`config.mk`:
```
export PLATFORM = sky130hd
export DESIGN_NAME = xlat_walker
export DESIGN_NICKNAME = d
export VERILOG_FILES = /design/src/rtl/xw_pkg.sv /design/src/rtl/xw_req_decode.sv /design/src/rtl/xw_entry_eval.sv /design/src/rtl/xw_perm.sv /design/src/rtl/xlat_walker.sv
export SDC_FILE = /design/constraint.sdc
export NUM_CORES = 1
export LEC_CHECK = 0
export ABC_AREA = 1
export BUFFER_PORTS_ARGS = -buffer_cell sky130_fd_sc_hd__buf_4
export CAP_MARGIN = 20
export CORE_AREA = 2 2 210 212
export CTS_CLUSTER_SIZE = 16
export DETAILED_ROUTE_END_ITERATION = 12
export DIE_AREA = 0 0 212 214
export PLACE_DENSITY = 0.66
export SKIP_LAST_GASP = 1
export SYNTH_ARGS = -nofsm -noshare
export SYNTH_HDL_FRONTEND = slang
export SYNTH_SLANG_ARGS = --single-unit
```
`constraint.sdc`:
```
create_clock -name clk -period 8.7 [get_ports clk]
set_input_delay 1.74 -clock clk [delete_from_list [all_inputs] [get_ports clk]]
set_output_delay 1.74 -clock clk [all_outputs]
set_load 0.1 [all_outputs]
```
`src/rtl/xw_pkg.sv`:
```
package xw_pkg;
  localparam int VA_W      = 64;
  localparam int PG_SH     = 12;
  localparam int PT_SH     = 11;
  localparam int D_REAL_B  = 5;
  localparam int E_INV_B   = 5;
  localparam int P_RO_B    = 9;
  localparam int P_INV_B   = 10;

  typedef enum logic [2:0] {
    LV_PAGE = 3'd0,
    LV_SEG  = 3'd1,
    LV_R3   = 3'd2,
    LV_R2   = 3'd3,
    LV_R1   = 3'd4
  } lvl_e;

  typedef enum logic [1:0] {
    FC_SPEC = 2'd0,
    FC_SEG  = 2'd1,
    FC_PAGE = 2'd2,
    FC_PROT = 2'd3
  } fcode_e;

  typedef enum logic [1:0] {
    S_IDLE  = 2'd0,
    S_MREQ  = 2'd1,
    S_MWAIT = 2'd2,
    S_RESP  = 2'd3
  } wst_e;

  // byte offset of the entry inside the table at a given level
  function automatic logic [VA_W-1:0] tbl_offset(input lvl_e l, input logic [VA_W-1:0] v);
    logic [VA_W-1:0] o;
    case (l)
      LV_PAGE: o = {53'd0, v[19:12], 3'd0};
      LV_SEG:  o = {50'd0, v[30:20], 3'd0};
      LV_R3:   o = {50'd0, v[41:31], 3'd0};
      LV_R2:   o = {50'd0, v[52:42], 3'd0};
      default: o = {50'd0, v[63:53], 3'd0};
    endcase
    return o;
  endfunction
endpackage

```
`src/rtl/xw_req_decode.sv`:
```
module xw_req_decode
  import xw_pkg::*;
(
  input  logic [VA_W-1:0] vaddr,
  input  logic [1:0]      acc,
  input  logic [1:0]      mode,
  input  logic            wide,
  input  logic [VA_W-1:0] cr_p,
  input  logic [VA_W-1:0] cr_s,
  input  logic [VA_W-1:0] cr_h,
  output logic [VA_W-1:0] vpage,
  output logic [1:0]      sp_code,
  output logic [VA_W-1:0] desc,
  output logic            is_fetch,
  output logic            is_write,
  output logic            sec_mode,
  output logic            range_bad,
  output lvl_e            start_lvl
);
  logic [VA_W-1:0] v_cut;
  logic            unused_low;

  assign v_cut      = wide ? vaddr : {33'd0, vaddr[30:0]};
  assign vpage      = {v_cut[VA_W-1:PG_SH], {PG_SH{1'b0}}};
  assign unused_low = ^v_cut[PG_SH-1:0];

  assign is_fetch = (acc == 2'd2);
  assign is_write = (acc == 2'd1);
  assign sec_mode = (mode == 2'd1);

  always_comb begin
    if (sec_mode)          sp_code = is_fetch ? 2'd1 : 2'd2;
    else if (mode == 2'd2) sp_code = 2'd3;
    else                   sp_code = 2'd1;
    case (sp_code)
      2'd2:    desc = cr_s;
      2'd3:    desc = cr_h;
      default: desc = cr_p;
    endcase
  end

  always_comb begin
    case (desc[1:0])
      2'd2:    range_bad = |vpage[63:53];
      2'd1:    range_bad = |vpage[63:42];
      2'd0:    range_bad = |vpage[63:31];
      default: range_bad = 1'b0;
    endcase
  end

  assign start_lvl = lvl_e'({1'b0, desc[1:0]} + 3'd1);
endmodule

```
`src/rtl/xw_entry_eval.sv`:
```
module xw_entry_eval
  import xw_pkg::*;
(
  input  lvl_e            lvl,
  input  logic [VA_W-1:0] entry,
  output logic            inval,
  output logic            type_bad,
  output logic            ro,
  output logic [VA_W-1:0] nxt_origin,
  output lvl_e            nxt_lvl,
  output logic [VA_W-1:0] frame
);
  logic unused_bits;
  assign unused_bits = ^{entry[8:6], entry[4:2]};

  assign inval    = (lvl == LV_PAGE) ? entry[P_INV_B] : entry[E_INV_B];
  assign type_bad = (lvl >= LV_R3) && ({1'b0, entry[1:0]} != (lvl - 3'd2));
  assign ro       = entry[P_RO_B];
  assign frame    = {entry[VA_W-1:PG_SH], {PG_SH{1'b0}}};
  assign nxt_origin = (lvl == LV_SEG) ? {entry[VA_W-1:PT_SH], {PT_SH{1'b0}}} : frame;
  assign nxt_lvl  = lvl_e'(lvl - 3'd1);
endmodule

```
`src/rtl/xw_perm.sv`:
```
module xw_perm (
  input  logic       sec_mode,
  input  logic       is_fetch,
  input  logic       is_write,
  input  logic       ro,
  output logic [2:0] perm,
  output logic       prot
);
  assign perm = (sec_mode && is_fetch) ? 3'b100 : {!sec_mode, !ro, 1'b1};
  assign prot = is_write && ro;
endmodule

```
`src/rtl/xlat_walker.sv`:
```
module xlat_walker
  import xw_pkg::*;
(
  input  logic            clk,
  input  logic            rst_n,
  input  logic            req_valid,
  output logic            req_ready,
  input  logic [63:0]     req_vaddr,
  input  logic [1:0]      req_acc,
  input  logic [1:0]      req_mode,
  input  logic            xlat_en,
  input  logic            wide_mode,
  input  logic [63:0]     cr_prim,
  input  logic [63:0]     cr_sec,
  input  logic [63:0]     cr_home,
  output logic            mem_req_valid,
  input  logic            mem_req_ready,
  output logic [63:0]     mem_req_addr,
  input  logic            mem_rsp_valid,
  input  logic [63:0]     mem_rsp_data,
  output logic            rsp_valid,
  input  logic            rsp_ready,
  output logic [63:0]     rsp_raddr,
  output logic [2:0]      rsp_perm,
  output logic            rsp_fault,
  output logic [1:0]      rsp_code,
  output logic [63:0]     rsp_tec
);
  wst_e            st;
  logic [VA_W-1:0] vpage_q, origin_q;
  logic [1:0]      sp_q;
  logic            fetch_q, write_q, sec_q;
  lvl_e            lvl_q;

  logic [VA_W-1:0] d_vpage, d_desc;
  logic [1:0]      d_sp;
  logic            d_fetch, d_write, d_sec, d_range_bad;
  lvl_e            d_start;
  logic            unused_desc;

  logic            e_inval, e_type_bad, e_ro;
  logic [VA_W-1:0] e_nxt_org, e_frame;
  lvl_e            e_nxt_lvl;

  logic [2:0]      real_perm, pg_perm;
  logic            real_prot, pg_prot;
  logic [VA_W-1:0] tec_base;

  xw_req_decode u_dec (
    .vaddr(req_vaddr), .acc(req_acc), .mode(req_mode), .wide(wide_mode),
    .cr_p(cr_prim), .cr_s(cr_sec), .cr_h(cr_home),
    .vpage(d_vpage), .sp_code(d_sp), .desc(d_desc),
    .is_fetch(d_fetch), .is_write(d_write), .sec_mode(d_sec),
    .range_bad(d_range_bad), .start_lvl(d_start)
  );

  xw_entry_eval u_ent (
    .lvl(lvl_q), .entry(mem_rsp_data),
    .inval(e_inval), .type_bad(e_type_bad), .ro(e_ro),
    .nxt_origin(e_nxt_org), .nxt_lvl(e_nxt_lvl), .frame(e_frame)
  );

  xw_perm u_perm_real (
    .sec_mode(d_sec), .is_fetch(d_fetch), .is_write(d_write), .ro(1'b0),
    .perm(real_perm), .prot(real_prot)
  );

  xw_perm u_perm_page (
    .sec_mode(sec_q), .is_fetch(fetch_q), .is_write(write_q), .ro(e_ro),
    .perm(pg_perm), .prot(pg_prot)
  );

  assign unused_desc  = ^{d_desc[11:6], d_desc[4:2], real_prot};
  assign tec_base     = vpage_q | {{(VA_W-2){1'b0}}, sp_q};

  assign req_ready     = (st == S_IDLE);
  assign rsp_valid     = (st == S_RESP);
  assign mem_req_valid = (st == S_MREQ);
  assign mem_req_addr  = origin_q + tbl_offset(lvl_q, vpage_q);

  always_ff @(posedge clk or negedge rst_n) begin
    if (!rst_n) begin
      st        <= S_IDLE;
      vpage_q   <= '0;
      origin_q  <= '0;
      sp_q      <= 2'd0;
      fetch_q   <= 1'b0;
      write_q   <= 1'b0;
      sec_q     <= 1'b0;
      lvl_q     <= LV_PAGE;
      rsp_raddr <= '0;
      rsp_perm  <= 3'd0;
      rsp_fault <= 1'b0;
      rsp_code  <= FC_SPEC;
      rsp_tec   <= '0;
    end else begin
      case (st)
        S_IDLE: if (req_valid) begin
          vpage_q   <= d_vpage;
          sp_q      <= d_sp;
          fetch_q   <= d_fetch;
          write_q   <= d_write;
          sec_q     <= d_sec;
          rsp_raddr <= '0;
          rsp_perm  <= 3'd0;
          rsp_fault <= 1'b0;
          rsp_code  <= FC_SPEC;
          rsp_tec   <= '0;
          if (!xlat_en) begin
            rsp_raddr <= d_vpage;
            rsp_perm  <= 3'b111;
            st        <= S_RESP;
          end else if (d_range_bad) begin
            rsp_fault <= 1'b1;
            rsp_code  <= FC_SPEC;
            rsp_tec   <= d_vpage | {{(VA_W-2){1'b0}}, d_sp};
            st        <= S_RESP;
          end else if (d_desc[D_REAL_B]) begin
            rsp_raddr <= d_vpage;
            rsp_perm  <= real_perm;
            st        <= S_RESP;
          end else begin
            origin_q  <= {d_desc[VA_W-1:PG_SH], {PG_SH{1'b0}}};
            lvl_q     <= d_start;
            st        <= S_MREQ;
          end
        end
        S_MREQ: if (mem_req_ready) st <= S_MWAIT;
        S_MWAIT: if (mem_rsp_valid) begin
          if (lvl_q == LV_PAGE) begin
            st <= S_RESP;
            if (e_inval) begin
              rsp_fault <= 1'b1;
              rsp_code  <= FC_PAGE;
              rsp_tec   <= tec_base;
            end else if (pg_prot) begin
              rsp_fault <= 1'b1;
              rsp_code  <= FC_PROT;
              rsp_tec   <= tec_base | 64'd4;
            end else begin
              rsp_raddr <= e_frame;
              rsp_perm  <= pg_perm;
            end
          end else if (e_inval) begin
            rsp_fault <= 1'b1;
            rsp_code  <= FC_SEG;
            rsp_tec   <= tec_base;
            st        <= S_RESP;
          end else if (e_type_bad) begin
            rsp_fault <= 1'b1;
            rsp_code  <= FC_SPEC;
            rsp_tec   <= tec_base;
            st        <= S_RESP;
          end else begin
            origin_q <= e_nxt_org;
            lvl_q    <= e_nxt_lvl;
            st       <= S_MREQ;
          end
        end
        default: if (rsp_ready) st <= S_IDLE;
      endcase
    end
  end
endmodule

```
==> results.cfg <==
[run_status]
outcome = finished clean

[synthesis]
yosysUniqueCellTypes = 46
yosysWarningCount = 0
syn_area_sq_um = 14600
postSynthCellCount = 2100
synth_area_leaders = dfrtp_1, nand2_1, inv_1
synth.ff_latch_count = 228
ys_seq_area_share_pct = 39.0
synth_top_area_share_pct = 39.0
avgSynthCellArea_sq_um = 6.96
synth_area_leader_cell = dfrtp_1

[sta]
fmax_mhz = 129
setup_viol = 0
tightestPinTransition_ns = 1.06
slew_viol_final = 0
rsz0062_at_grt = false
period_minus_slack_ns = 7.75
fin_crit_sh_pct = 89.1
final.setup.tns_ns = 0
hold_violations = 0
skew_ns = 0.0168
slew_headroom_pct = 28.8

[route]
drtPass1Iterations = 5
dr_total_vias = 15949
wl_per_cell_microns = 20.4
initialDrtViolationCount = 1257
ant_nets = 0
routed_wirelength_microns = 63000
avgViaCountPerCell = 5.18
drc = 0

[worst_setup_path]
crit_family = simple AND/OR/NAND/NOR gates
path_class = flop to primary output
crit_buf_inv = 5
critical_path.endpoint_type = primary output
path_common_cell = inv_1
crit_fanout = 13
path_cells = inv_1 > ha_1 > nand2_1 > inv_1 > nor4_2 > a211oi_1 > a21oi_1 > ha_1 > inv_1 > fa_1 > inv_1 > nand2_1 > nand2_1 > nand3_1 > nor3_2 > nand3_1 > nor2_1 > nand4_1 > xnor2_1 > buf_4
start_kind = flop
cp.arrival_ns = 6.01
worst_path_max_delay_cell = nor4_2
worstSetupPathDepth = 20
worstPathRequired_ns = 6.96
r2r_cells = 9
critPathMaxStageDelay_ns = 0.91

[floorplanning]
initial_utilization_pct = 34.1
io_pins = 533
core-area_sq_um = 42900
die_w_microns = 212
die_h_microns = 214
die_area_sq_um = 45400
rows = 76

[clocking]
clk_root_buffer_cell = clkbuf_16
clock_insertion_delay_worst_skew_ns = 0.58
cts_num_sinks = 228
cts_resized = 0
postCtsSetupBuffers = 0
ctsHoldBuffers = 0
clk_pin_slew_ns = 0.07
htreeDepth = 1
clock_path_buffers = 3
cts_inserted_buffers = 27
cts_tree = done

[global_routing]
grt_overflow = 0
grt_pass1_vias = 15211
antenna_found_initial = 1
grt_pass1_wl_microns = 93300
grt_usage_pct = 26.9
grt_max_degree = 115

[layout]
drive_above_1_share_pct = 22.3
syn2layout_area_growth_pct = 32.1
final_common_cell = nand2_1
n_fill_cell = 4360
final_cell_mix = nand2_1, buf_4, dfrtp_1
nets = 2821

[min_path]
hold_path_class = flop to flop
hold_depth = 2

[job]
drv_cap = 0

[placed_design]
gp_congestion = 0.925
io_buffers = 463
dp_hpwl_microns = 47100
==> worst register-to-register path: cells and delay by family (launching register included) <==
family | cells | cell delay (ns)
buffers and inverters | 4 | 2.30
AND/OR/NAND/NOR | 4 | 0.45
flip-flops | 1 | 0.42
AO/OA/AOI/OAI | 1 | 0.21
==> registers in the layout (all words and copies together) (netlist names) <==
register / flops
rsp_code: 2
lvl_q: 3
vpage_q: 52
rsp_raddr: 52
fetch_q: 1
rsp_perm: 3
write_q: 1
st: 2
rsp_tec: 55
origin_q: 53
sec_q: 1
rsp_fault: 1
sp_q: 2
==> path summary, 6_finish.rpt <==
| kind | slack, ns | from | to |
|---|---|---|---|
| max in group asynchronous | 6.15 | rst_n | vpage_q[53] |
| setup / recovery | 0.95 | lvl_q[0] | mem_req_addr[55] |
| hold / removal | 0.49 | rsp_tec[44] | rsp_tec[44] |
| setup reg to reg | 5.21 | st[0] | rsp_tec[38] |
| hold reg to reg | 0.49 | rsp_tec[44] | rsp_tec[44] |
| min in group asynchronous | 1.15 | rst_n | rsp_tec[18] |
==> synthesized netlist by cell type, drive strengths merged <==
master,count
a21oi,120
nand3b,3
o21ai,97
o22ai,11
buf,81
inv,214
clkbuf,77
a31oi,54
nor3b,1
or2,2
xor2,32
clkinv,2
and2,1
a22o,2
nor2,118
a21boi,1
a21o,52
conb,1
o21bai,22
ha,14
fa,1
xnor2,20
nor4,8
nand3,137
a221oi,8
nor3,22
nand2,697
o31ai,1
a211oi,2
o21a,1
nand4,69
mux2i,1
dfrtp,228
==> metrics by stage <==
| step | area [sq um] | instances | worst slack (ns) | utilization (%) | hold WS [ns] |
|---|---|---|---|---|---|
| floorplan | 14700 | 2123 | 2.08 | - | 0.442 |
| global placement | 18300 | 3028 | 1.77 | 42.6 | 0.465 |
| detailed placement | 18300 | 3028 | 1.63 | 42.6 | 0.470 |
| CTS | 19300 | 3077 | 1.01 | 45.0 | 0.486 |
| global route | 19300 | 3080 | 0.491 | 45.1 | 0.497 |
| finish | 19300 | 3080 | 0.949 | 45.1 | 0.485 |
==> cells by family (layout without fill, tap and decap cells) <==
logic type / count (synthesis) / count (layout) / synth area share [%]
flops: 228 / 228 / 39.0
compound gates: 371 / 371 / 14.9
buf+inv: 374 / 745 / 11.1
xor+xnor: 52 / 52 / 3.11
fa+ha+maj: 15 / 15 / 1.33
mux: 1 / 1 / 0.0684
other cells: 1 / 25 / 0.0256
simple gates: 1058 / 1058 / 30.5
==> cell type report <==
| type | instances | area, sq um | area share (%) |
|---|---|---|---|
| Tap cell | 585 | 732 | 3.79 |
| Antenna cell | 1 | 2.50 | 0.0130 |
| Sequential cell | 228 | 5710 | 29.5 |
| Clock inverter | 13 | 241 | 1.25 |
| Timing Repair Buffer | 480 | 3640 | 18.8 |
| Clock buffer | 36 | 749 | 3.88 |
| Multi-Input combinational cell | 1521 | 7440 | 38.5 |
| Inverter | 216 | 818 | 4.24 |
==> per-layer routing <==
metal  routed length (microns)  vias to the layer above  GRT usage [%]
met3                      5130                       92           4.35
li1                          -                     7501              -
met1                     26100                     7619           35.3
met5                         0                        -              0
met4                      1980                        0           8.76
met2                     29700                      737           45.0
Power is left out: the tool's default activity adds up to more than one toggle a clock period on the data nets, which glitch-free logic cannot reach.
